**src/rtl/simd_add_pkg.sv**
```systemverilog
package simd_add_pkg;

  typedef enum logic [1:0] {
    LS_8  = 2'd0,
    LS_16 = 2'd1,
    LS_32 = 2'd2,
    LS_64 = 2'd3
  } lane_size_e;

  localparam int NUM_LANE_SIZES = 4;

endpackage

```
**src/rtl/simd_carry_part.sv**
```systemverilog
module simd_carry_part
  import simd_add_pkg::*;
#(
  parameter int DATA_W = 64,
  parameter int GRAN_W = 8
) (
  input  logic [DATA_W-1:0]        a,
  input  logic [DATA_W-1:0]        b,
  input  lane_size_e               lane_sel,
  input  logic                     sub,
  output logic [DATA_W-1:0]        sum,
  output logic [DATA_W/GRAN_W-1:0] gcarry,
  output logic [DATA_W/GRAN_W-1:0] a_msb,
  output logic [DATA_W/GRAN_W-1:0] b_msb
);

  localparam int NB = DATA_W / GRAN_W;

  logic [DATA_W-1:0] b_eff;
  logic [NB-1:0]     lane_first;

  assign b_eff = sub ? ~b : b;

  // a granule starts a lane when its index is a multiple of the lane size in granules
  generate
    for (genvar g = 0; g < NB; g++) begin : g_first
      assign lane_first[g] = ((g % (1 << int'(lane_sel))) == 0);
      assign a_msb[g]      = a[g*GRAN_W + GRAN_W - 1];
      assign b_msb[g]      = b_eff[g*GRAN_W + GRAN_W - 1];
    end
  endgenerate

  always_comb begin
    logic            c;
    logic [GRAN_W:0] part;
    c    = 1'b0;
    part = '0;
    sum  = '0;
    for (int g = 0; g < NB; g++) begin
      if (lane_first[g]) c = sub;
      part = {1'b0, a[g*GRAN_W +: GRAN_W]} + {1'b0, b_eff[g*GRAN_W +: GRAN_W]}
           + {{GRAN_W{1'b0}}, c};
      sum[g*GRAN_W +: GRAN_W] = part[GRAN_W-1:0];
      c         = part[GRAN_W];
      gcarry[g] = c;
    end
  end

endmodule

```
**src/rtl/simd_lane_sat.sv**
```systemverilog
module simd_lane_sat
  import simd_add_pkg::*;
#(
  parameter int DATA_W = 64,
  parameter int GRAN_W = 8
) (
  input  logic [DATA_W-1:0]        sum,
  input  logic [DATA_W/GRAN_W-1:0] gcarry,
  input  logic [DATA_W/GRAN_W-1:0] a_msb,
  input  logic [DATA_W/GRAN_W-1:0] b_msb,
  input  lane_size_e               lane_sel,
  input  logic                     sub,
  input  logic                     sat,
  input  logic                     sgn,
  output logic [DATA_W-1:0]        res,
  output logic [DATA_W/GRAN_W-1:0] ovf
);

  localparam int NB = DATA_W / GRAN_W;
  localparam int NS = NUM_LANE_SIZES;

  logic [NS-1:0][DATA_W-1:0] res_m;
  logic [NS-1:0][NB-1:0]     ovf_m;

  generate
    for (genvar m = 0; m < NS; m++) begin : g_mode
      localparam int LB = 1 << m;
      localparam int LW = LB * GRAN_W;
      localparam int NL = (NB >= LB) ? NB / LB : 0;
      if (NL == 0) begin : g_none
        assign res_m[m] = sum;
        assign ovf_m[m] = '0;
      end else begin : g_lanes
        for (genvar j = 0; j < NL; j++) begin : g_lane
          localparam int TG = j*LB + LB - 1;
          logic          sa, sb, sr, ov;
          logic [LW-1:0] clamp;
          assign sa = a_msb[TG];
          assign sb = b_msb[TG];
          assign sr = sum[j*LW + LW - 1];
          // signed: same-sign inputs (after inversion for subtract) with a sign change
          // unsigned: carry-out on add, missing carry (borrow) on subtract
          assign ov = sgn ? ((sa == sb) && (sr != sa)) : (gcarry[TG] ^ sub);
          always_comb begin
            if (sgn) clamp = sa ? {1'b1, {(LW-1){1'b0}}} : {1'b0, {(LW-1){1'b1}}};
            else     clamp = sub ? '0 : '1;
          end
          assign res_m[m][j*LW +: LW] = (sat && ov) ? clamp : sum[j*LW +: LW];
          assign ovf_m[m][j]          = ov;
        end
        if (NL < NB) begin : g_pad
          assign ovf_m[m][NB-1:NL] = '0;
        end
      end
    end
  endgenerate

  assign res = res_m[lane_sel];
  assign ovf = ovf_m[lane_sel];

endmodule

```
**src/rtl/simd_sat_adder.sv**
```systemverilog
module simd_sat_adder
  import simd_add_pkg::*;
#(
  parameter int DATA_W = 64,
  parameter int GRAN_W = 8
) (
  input  logic                     clk,
  input  logic                     rst_n,
  input  logic                     in_valid,
  output logic                     in_ready,
  input  logic [DATA_W-1:0]        in_a,
  input  logic [DATA_W-1:0]        in_b,
  input  logic [1:0]               in_lane_sel,
  input  logic                     in_sub,
  input  logic                     in_sat,
  input  logic                     in_signed,
  output logic                     out_valid,
  input  logic                     out_ready,
  output logic [DATA_W-1:0]        out_data,
  output logic [DATA_W/GRAN_W-1:0] out_ovf
);

  localparam int NB = DATA_W / GRAN_W;

  lane_size_e        sel;
  logic [DATA_W-1:0] sum, res;
  logic [NB-1:0]     gcarry, a_msb, b_msb, ovf;
  logic              accept;

  assign sel = lane_size_e'(in_lane_sel);

  simd_carry_part #(.DATA_W(DATA_W), .GRAN_W(GRAN_W)) u_carry (
    .a(in_a), .b(in_b), .lane_sel(sel), .sub(in_sub),
    .sum(sum), .gcarry(gcarry), .a_msb(a_msb), .b_msb(b_msb)
  );

  simd_lane_sat #(.DATA_W(DATA_W), .GRAN_W(GRAN_W)) u_sat (
    .sum(sum), .gcarry(gcarry), .a_msb(a_msb), .b_msb(b_msb),
    .lane_sel(sel), .sub(in_sub), .sat(in_sat), .sgn(in_signed),
    .res(res), .ovf(ovf)
  );

  assign in_ready = !out_valid || out_ready;
  assign accept   = in_valid && in_ready;

  always_ff @(posedge clk or negedge rst_n) begin
    if (!rst_n) begin
      out_valid <= 1'b0;
      out_data  <= '0;
      out_ovf   <= '0;
    end else if (accept) begin
      out_valid <= 1'b1;
      out_data  <= res;
      out_ovf   <= ovf;
    end else if (out_ready) begin
      out_valid <= 1'b0;
    end
  end

  AST_ACCEPT_LATENCY: assert property (@(posedge clk) disable iff (!rst_n)
    accept |=> out_valid);

  AST_HOLD_STALLED: assert property (@(posedge clk) disable iff (!rst_n)
    (out_valid && !out_ready) |=> (out_valid && $stable(out_data) && $stable(out_ovf)));

  AST_MIXED_SIGN_ADD: assert property (@(posedge clk) disable iff (!rst_n)
    (accept && sel == LS_8 && in_signed && !in_sub && (in_a[7] != in_b[7])) |=> !out_ovf[0]);

  AST_SAME_SIGN_SUB: assert property (@(posedge clk) disable iff (!rst_n)
    (accept && sel == LS_8 && in_signed && in_sub && (in_a[7] == in_b[7])) |=> !out_ovf[0]);

  AST_UNSIGNED_CLAMP: assert property (@(posedge clk) disable iff (!rst_n)
    (accept && sel == LS_64 && !in_signed && !in_sub && in_sat
     && in_a[DATA_W-1] && in_b[DATA_W-1]) |=> (out_data == '1));

endmodule

```
**config.mk**
```make
export PLATFORM = sky130hd
export DESIGN_NAME = simd_sat_adder
export DESIGN_NICKNAME = d
export VERILOG_FILES = /design/src/rtl/simd_add_pkg.sv /design/src/rtl/simd_carry_part.sv /design/src/rtl/simd_lane_sat.sv /design/src/rtl/simd_sat_adder.sv
export SDC_FILE = /design/constraint.sdc
export NUM_CORES = 1
export LEC_CHECK = 0
export ABC_AREA = 1
export BUFFER_PORTS_ARGS = -buffer_cell sky130_fd_sc_hd__buf_4
export CAP_MARGIN = 20
export CORE_ASPECT_RATIO = 0.9
export CORE_MARGIN = 2
export CORE_UTILIZATION = 39
export DETAILED_ROUTE_END_ITERATION = 8
export SLEW_MARGIN = 30
export SYNTH_ARGS = -nofsm -noshare
export SYNTH_HDL_FRONTEND = slang
export SYNTH_SLANG_ARGS = --single-unit
```
**constraint.sdc**
```tcl
create_clock -name clk -period 1.6 [get_ports clk]
set_clock_uncertainty 0.1 [all_clocks]
set_input_delay 0.32 -clock clk [delete_from_list [all_inputs] [get_ports clk]]
set_output_delay 0.32 -clock clk [all_outputs]
set_load 0.01 [all_outputs]
```
==> results of run 1 <==
registers in the layout (all words and copies together), names as in the netlist:
name       count
out_ovf        8
out_valid      1
out_data      64
cells in the mapped netlist, drive strengths merged, types with 3 or more instances:
| master | count |
|---|---|
| inv | 234 |
| nand2 | 495 |
| fa | 16 |
| a221o | 8 |
| a221oi | 10 |
| ha | 72 |
| o31ai | 9 |
| a21o | 19 |
| clkinv | 13 |
| xor2 | 124 |
| a21oi | 163 |
| buf | 29 |
| o21a | 4 |
| o21bai | 30 |
| dfrtp | 73 |
| a41oi | 5 |
| a22o | 4 |
| xnor2 | 19 |
| nor3 | 23 |
| nor2 | 227 |
| nor4 | 6 |
| o21ai | 161 |
| o211ai | 22 |
| o22ai | 3 |
| nand4 | 70 |
| a22oi | 5 |
| or2 | 5 |
| clkbuf | 47 |
| nand3 | 183 |
| a31oi | 20 |
timing repair:
item / 4_1_cts / 5_1_grt
resized for setup: 81 / 222
hold buffers: 1 / 0
endpoints found under the setup margin: 72 / 72
buffers inserted: 66 / 56
cloned: 4 / 3
hold endpoints to repair: 24 / 0
pin swaps: 48 / 120
area by class of cell:
| class | instances | area (um2) | share of cell area [%] |
|---|---|---|---|
| clock inverters | 3 | 42.5 | 0.187 |
| well taps | 462 | 578 | 2.55 |
| multi-input cells | 1726 | 11600 | 51.3 |
| flip-flops and latches | 73 | 1830 | 8.05 |
| diodes | 1 | 2.50 | 0.0110 |
| repair inverters | 1 | 7.51 | 0.0331 |
| clock buffers | 12 | 236 | 1.04 |
| repair buffers | 942 | 7370 | 32.5 |
| inverters | 248 | 995 | 4.38 |
power groups by stage:
stage | Combinational [mW] | Sequential, mW | Clock, mW
after floorplan | 5.47 | 2.84 | 0
after detailed placement | 11.0 | 2.71 | 0
after global placement | 10.8 | 2.71 | 0
final | 12.7 | 2.70 | 2.05
after global routing | 13.7 | 2.74 | 2.12
after CTS | 11.6 | 2.69 | 2.05
worst reg2reg max path, cell delays in order, from the launching register on:
cell      delay [ns]
dfrtp_1         0.38
nand2_1         0.10
nand2_2         0.17
nor2_1          0.18
nand2_1         0.15
nor2_1          0.17
inv_1           0.09
a21oi_1         0.16
a221oi_1        0.07
nand2_1         0.07
per-stage QoR:
stage	std cells	util, %	area [um2]
after CTS	3411	63.3	21400
final	3468	67.2	22700
after detailed placement	3325	59.7	20200
after global placement	3325	59.7	20200
after floorplan	2119	-	13800
after global routing	3468	67.2	22700
layer usage:
| metal | up-vias | part of all wire, % |
|---|---|---|
| met5 | - | 0 |
| met4 | 0 | 1.9 |
| met1 | 8754 | 45 |
| met3 | 104 | 8.3 |
| met2 | 775 | 45 |
| li1 | 8930 | - |
worst paths after layout:
check	start	endpoint	slack (ns)	depth (start not counted)
setup / recovery	in_lane_sel[0]	out_data[54]$_DFFE_PN0P_	-24.51	189
hold / removal	out_ready	out_valid$_DFFE_PN0P_	0.25	5
setup reg to reg	out_valid$_DFFE_PN0P_	out_data[4]$_DFFE_PN0P_	-0.08	9
hold reg to reg	out_data[60]$_DFFE_PN0P_	out_data[60]$_DFFE_PN0P_	0.38	2
max in group asynchronous	rst_n	out_data[0]$_DFFE_PN0P_	0.56	3
min in group asynchronous	rst_n	out_data[40]$_DFFE_PN0P_	0.34	2
cell families (layout without fill, tap and decap cells):
| family | Yosys count | in the layout | share of synthesized area (%) |
|---|---|---|---|
| other cells | 0 | 1 | 0 |
| flops | 73 | 73 | 13.7 |
| fa+ha+maj | 88 | 88 | 9.18 |
| buf+inv | 324 | 1206 | 9.74 |
| simple gates | 1013 | 1017 | 36.5 |
| xor+xnor | 143 | 143 | 9.41 |
| compound gates | 478 | 478 | 21.4 |
==> flow_summary.ini, run 1 <==
[outcome]
status = complete, but fails checks
violations = setup timing

[timing]
setup_viol = 72
rsz0062_at_grt = yes
period_minus_slack_ns = 26.11
max_freq_ghz = 0.0383
setup_ws_ns = -24.51
hold_viol_final = 0
whs_ns = 0.245
period_share_pct = 1630
worst_pin_slew_ns = 0.751
finalSetupTns_ns = -1735.57
maxSlewViolCount = 0
slew_headroom_pct = 49.5

[cells_and_area]
fill_cells = 2997
area_growth_syn_to_layout_pct = 70.6
layout_common_cells = buf_4, nand2_1, inv_1
drive_above_1_share_pct = 44.6
final_common_cell = buf_4
nNetsFinal = 3226

[power]
p_sw_share_pct = 44.9
power.switching_mw = 7.83
p_int_mw = 9.61
power_mw = 17.4
power.density_nw_per_um2 = 768
power_frac_comb_pct = 72.8
ir_drop_v = 0.000545
p_clk_share_pct = 11.7
seq_power_share_pct = 15.5
leakagePower_nw = 11.5

[detailed_routing]
drt_iter0_drc = 1581
wirelength_um = 60600
dr.pass1.iters = 5
ant_nets = 0
wire_per_inst_um = 17.5
viasPerCell = 5.35
drc = 0
vias = 18563

[setup_path]
critical_path_class = input pin to flip-flop
crit_top_cell = nand2_2
slowest_stage = fa_2
start_kind = input pin
arrival_ns = 26.24
critPathMaxStageDelay_ns = 0.43
critical_path_peak_fanout = 8
required_ns = 1.73
critPathTopFamily = simple AND/OR/NAND/NOR gates
cp-end-kind = flip-flop
critical_path_buf_inv_count = 17

[global_route]
grt_max_degree = 31
grt-ovfl-total = 0
grt_pass1_wl_um = 90400
grt_use_total_pct = 32.0
grt_use_met2_pct = 50.7
met1_usage_pct = 45.5
use_met3_pct = 5.40
busiest_layer = met2
first_global_vias = 17277
antenna_found_initial = 2

[die]
fp-row-count = 64
core_um2 = 33800
die_y_um = 179
die-area_um2 = 35600
die-width_um = 199
io_pins = 211
initial_core_util_pct = 39.4

[clock_tree]
h-tree-depth = 3
clk_latency_ns = 0.34
clockBufferDepth = 2
cts_sinks = 73
clk_pin_slew_ns = 0.06
cts_root_buffer = clkbuf_16
cts_tree = done
numCtsBuffers = 9

[place]
dp_hpwl_um = 45700
gp_congestion = 0.943
portBuffers = 210
dpl_worst_slack_ns = -24.90

[synthesis]
async_reset_ff_share_pct = 100
syn-num-nets = 2344
dominantRegCellSynth = dfrtp_1
yosysSeqAreaShare_pct = 13.7
synth_area_per_cell_um2 = 6.28
synth.cell_area_um2 = 13300
synth.distinct_cells = 65
synth_top_cell_area_share_pct = 13.7
synth-edff-count = 0
syn-instance-count = 2119
yosys_warnings = 0
synth-seq-cells = 73
synthTopCellsByArea = dfrtp_1, nand2_1, xor2_1
synth_area_leader_cell = dfrtp_1

[run]
maxCapViolCount = 0

[worst_hold_path]
worst_hold_path_type = input pin to flip-flop
No activity file was read; power rests on OpenSTA's default activity.
==> inputs of run 2 (changes only) <==
--- a/config.mk
+++ b/config.mk
@@ -8,10 +8,13 @@
 export ABC_AREA = 1
 export BUFFER_PORTS_ARGS = -buffer_cell sky130_fd_sc_hd__buf_4
 export CAP_MARGIN = 20
+export CELL_PAD_IN_SITES_DETAIL_PLACEMENT = 0
+export CELL_PAD_IN_SITES_GLOBAL_PLACEMENT = 1
 export CORE_ASPECT_RATIO = 0.9
 export CORE_MARGIN = 2
-export CORE_UTILIZATION = 39
+export CORE_UTILIZATION = 37
 export DETAILED_ROUTE_END_ITERATION = 8
+export PLACE_DENSITY_LB_ADDON = 0.1
 export SLEW_MARGIN = 30
 export SYNTH_ARGS = -nofsm -noshare
 export SYNTH_HDL_FRONTEND = slang
==> run 2 against run 1 <==
The flow still finishes with violations (setup timing). Clock power increased by 3%. First-iteration DRC count decreased by 9.9%. Worst setup slack better by 0.25 ns. Power grew 0.11%. Count of clock-buffer cells in the layout grew 1. Combinational power hardly changed. Hold slack got worse by 0.0030 ns. Routed wire length increased by 1.6%. Register-to-register slack about the same. Utilization fell by 3.0 points. Critical endpoint is now out_data[14]$_DFFE_PN0P_. Largest cell class unchanged.
==> flow_summary.ini, run 2 (synthesized netlist as in run 1, its figures left out) <==
[global_route]
grt_use_total_pct = 31.7
grt_use_met2_pct = 48.4
use_met3_pct = 5.94
first_global_vias = 17470
met1_usage_pct = 46.0
busiest_layer = met2
grt_pass1_wl_um = 94400
grt_max_degree = 32
grt-ovfl-total = 0
antenna_found_initial = 0

[cells_and_area]
nNetsFinal = 3217
layout_common_cells = buf_4, nand2_1, inv_1
stdcell_area_um2 = 22600
finish.utilization_pct = 64.1
drive_above_1_share_pct = 44.6
top_regs = out_data: 64 flops, out_ovf: 8 flops, out_valid: 1 flops
area_growth_syn_to_layout_pct = 69.8
final_cells = 3467
top_register = out_data
largest_reg_flops = 64
final_common_cell = buf_4

[detailed_routing]
dr.pass1.iters = 5
wirelength_um = 61500
vias = 18217
drt_iter0_drc = 1424
wire_per_inst_um = 17.7
viasPerCell = 5.25
drc = 0
ant_nets = 0

[setup_path]
start_kind = input pin
slowest_stage = fa_2
r2r_start = out_valid$_DFFE_PN0P_
arrival_ns = 26.00
cp-end-kind = flip-flop
required_ns = 1.75
critical_path_peak_fanout = 8
crit_top_cell = nand2_1
reg2reg_depth = 9
r2r_slack_ns = -0.07
critPathMaxStageDelay_ns = 0.39
critical_path_class = input pin to flip-flop
r2r_end = out_data[4]$_DFFE_PN0P_

[timing]
setup_viol = 72
max_freq_ghz = 0.0387
period_share_pct = 1620
hold_viol_final = 0
maxSlewViolCount = 0
period_minus_slack_ns = 25.85
slew_headroom_pct = 47.3
rsz0062_at_grt = yes
setup_ws_ns = -24.25
worst_pin_slew_ns = 0.784
whs_ns = 0.242

[die]
die-area_um2 = 37500
die_y_um = 184
initial_core_util_pct = 37.8
fp-row-count = 65
core_um2 = 35200
io_pins = 211
die-width_um = 204

[clock_tree]
clk_pin_slew_ns = 0.07
cts_sinks = 73
clk_latency_ns = 0.35
cts_root_buffer = clkbuf_16
clockBufferDepth = 2
cts_tree = done
h-tree-depth = 3
numCtsBuffers = 9

[worst_hold_path]
whs_path_depth = 5
worst_hold_path_type = input pin to flip-flop
hold_end = out_valid$_DFFE_PN0P_
hold_start = out_ready

[outcome]
violations = setup timing
status = complete, but fails checks

[place]
place_area_um2 = 20300
gp_congestion = 0.932
dp_hpwl_um = 47100
dpl.cell_count = 3351
portBuffers = 210

[power]
power_mw = 17.5
ir_drop_v = 0.000471
leakagePower_nw = 11.5
power.density_nw_per_um2 = 773

[run]
maxCapViolCount = 0
-- run 2: per-stage QoR --
step / TNS [ns] / setup slack (ns)
floorplan: -1638.59 / -23.14
global placement: -1713.37 / -24.18
detailed placement: -1754.15 / -24.74
CTS: -1705.87 / -23.99
global route: -1842.27 / -25.94
finish: -1720.72 / -24.25
-- run 2: cell type report --
type / instances / area, um2
Fill cell: 3211 / 12600
Multi-Input combinational cell: 1724 / 11600
Timing Repair Buffer: 935 / 7250
Sequential cell: 73 / 1830
Inverter: 248 / 978
Tap cell: 469 / 587
Clock buffer: 13 / 250
Clock inverter: 3 / 40.0
Timing Repair inverter: 1 / 7.51
Antenna cell: 1 / 2.50
-- run 2: layer usage --
layer  up-vias  part of all wire, %
met3        76                  7.6
met2       680                   43
li1       8919                    -
met5         -                    0
met4         0                  1.7
met1      8542                   47
-- run 2: what timing repair did --
item / in CTS / in global routing
gates cloned: 3 / 0
hold buffers: 1 / 0
gates resized for setup: 70 / 236
pin swaps: 52 / 98
buffers inserted: 77 / 61
setup endpoints to repair: 72 / 72
hold endpoints to repair: 20 / 0
-- run 2: how the worst max path moves through the flow --
| stage | slack (ns) | cells after the start | startpoint | endpoint |
|---|---|---|---|---|
| global route | -25.94 | 194 | in_lane_sel[1] | out_data[10]$_DFFE_PN0P_ |
| finish | -24.25 | 187 | in_lane_sel[1] | out_data[14]$_DFFE_PN0P_ |
| CTS | -23.99 | 189 | in_lane_sel[0] | out_data[10]$_DFFE_PN0P_ |
| detailed placement | -24.74 | 188 | in_lane_sel[1] | out_data[10]$_DFFE_PN0P_ |
| global placement | -24.18 | 185 | in_lane_sel[1] | out_data[9]$_DFFE_PN0P_ |
| floorplan | -23.14 | 198 | in_lane_sel[1] | out_data[12]$_DFFE_PN0P_ |
-- run 2: power by group --
part	switching (mW)	leakage [nW]	internal [mW]
sequential	0.401	0.869	2.33
combinational	6.58	10.4	6.04
clock	0.861	0.144	1.25
-- run 2: critical path: cells and delay by family --
kind,cells,cell delay [ns]
AO/OA/AOI/OAI,56,7.47
XOR/XNOR,1,0.35
adder cells (fa/ha/maj),18,5.88
buffers and inverters,17,1.66
AND/OR/NAND/NOR,95,10.24
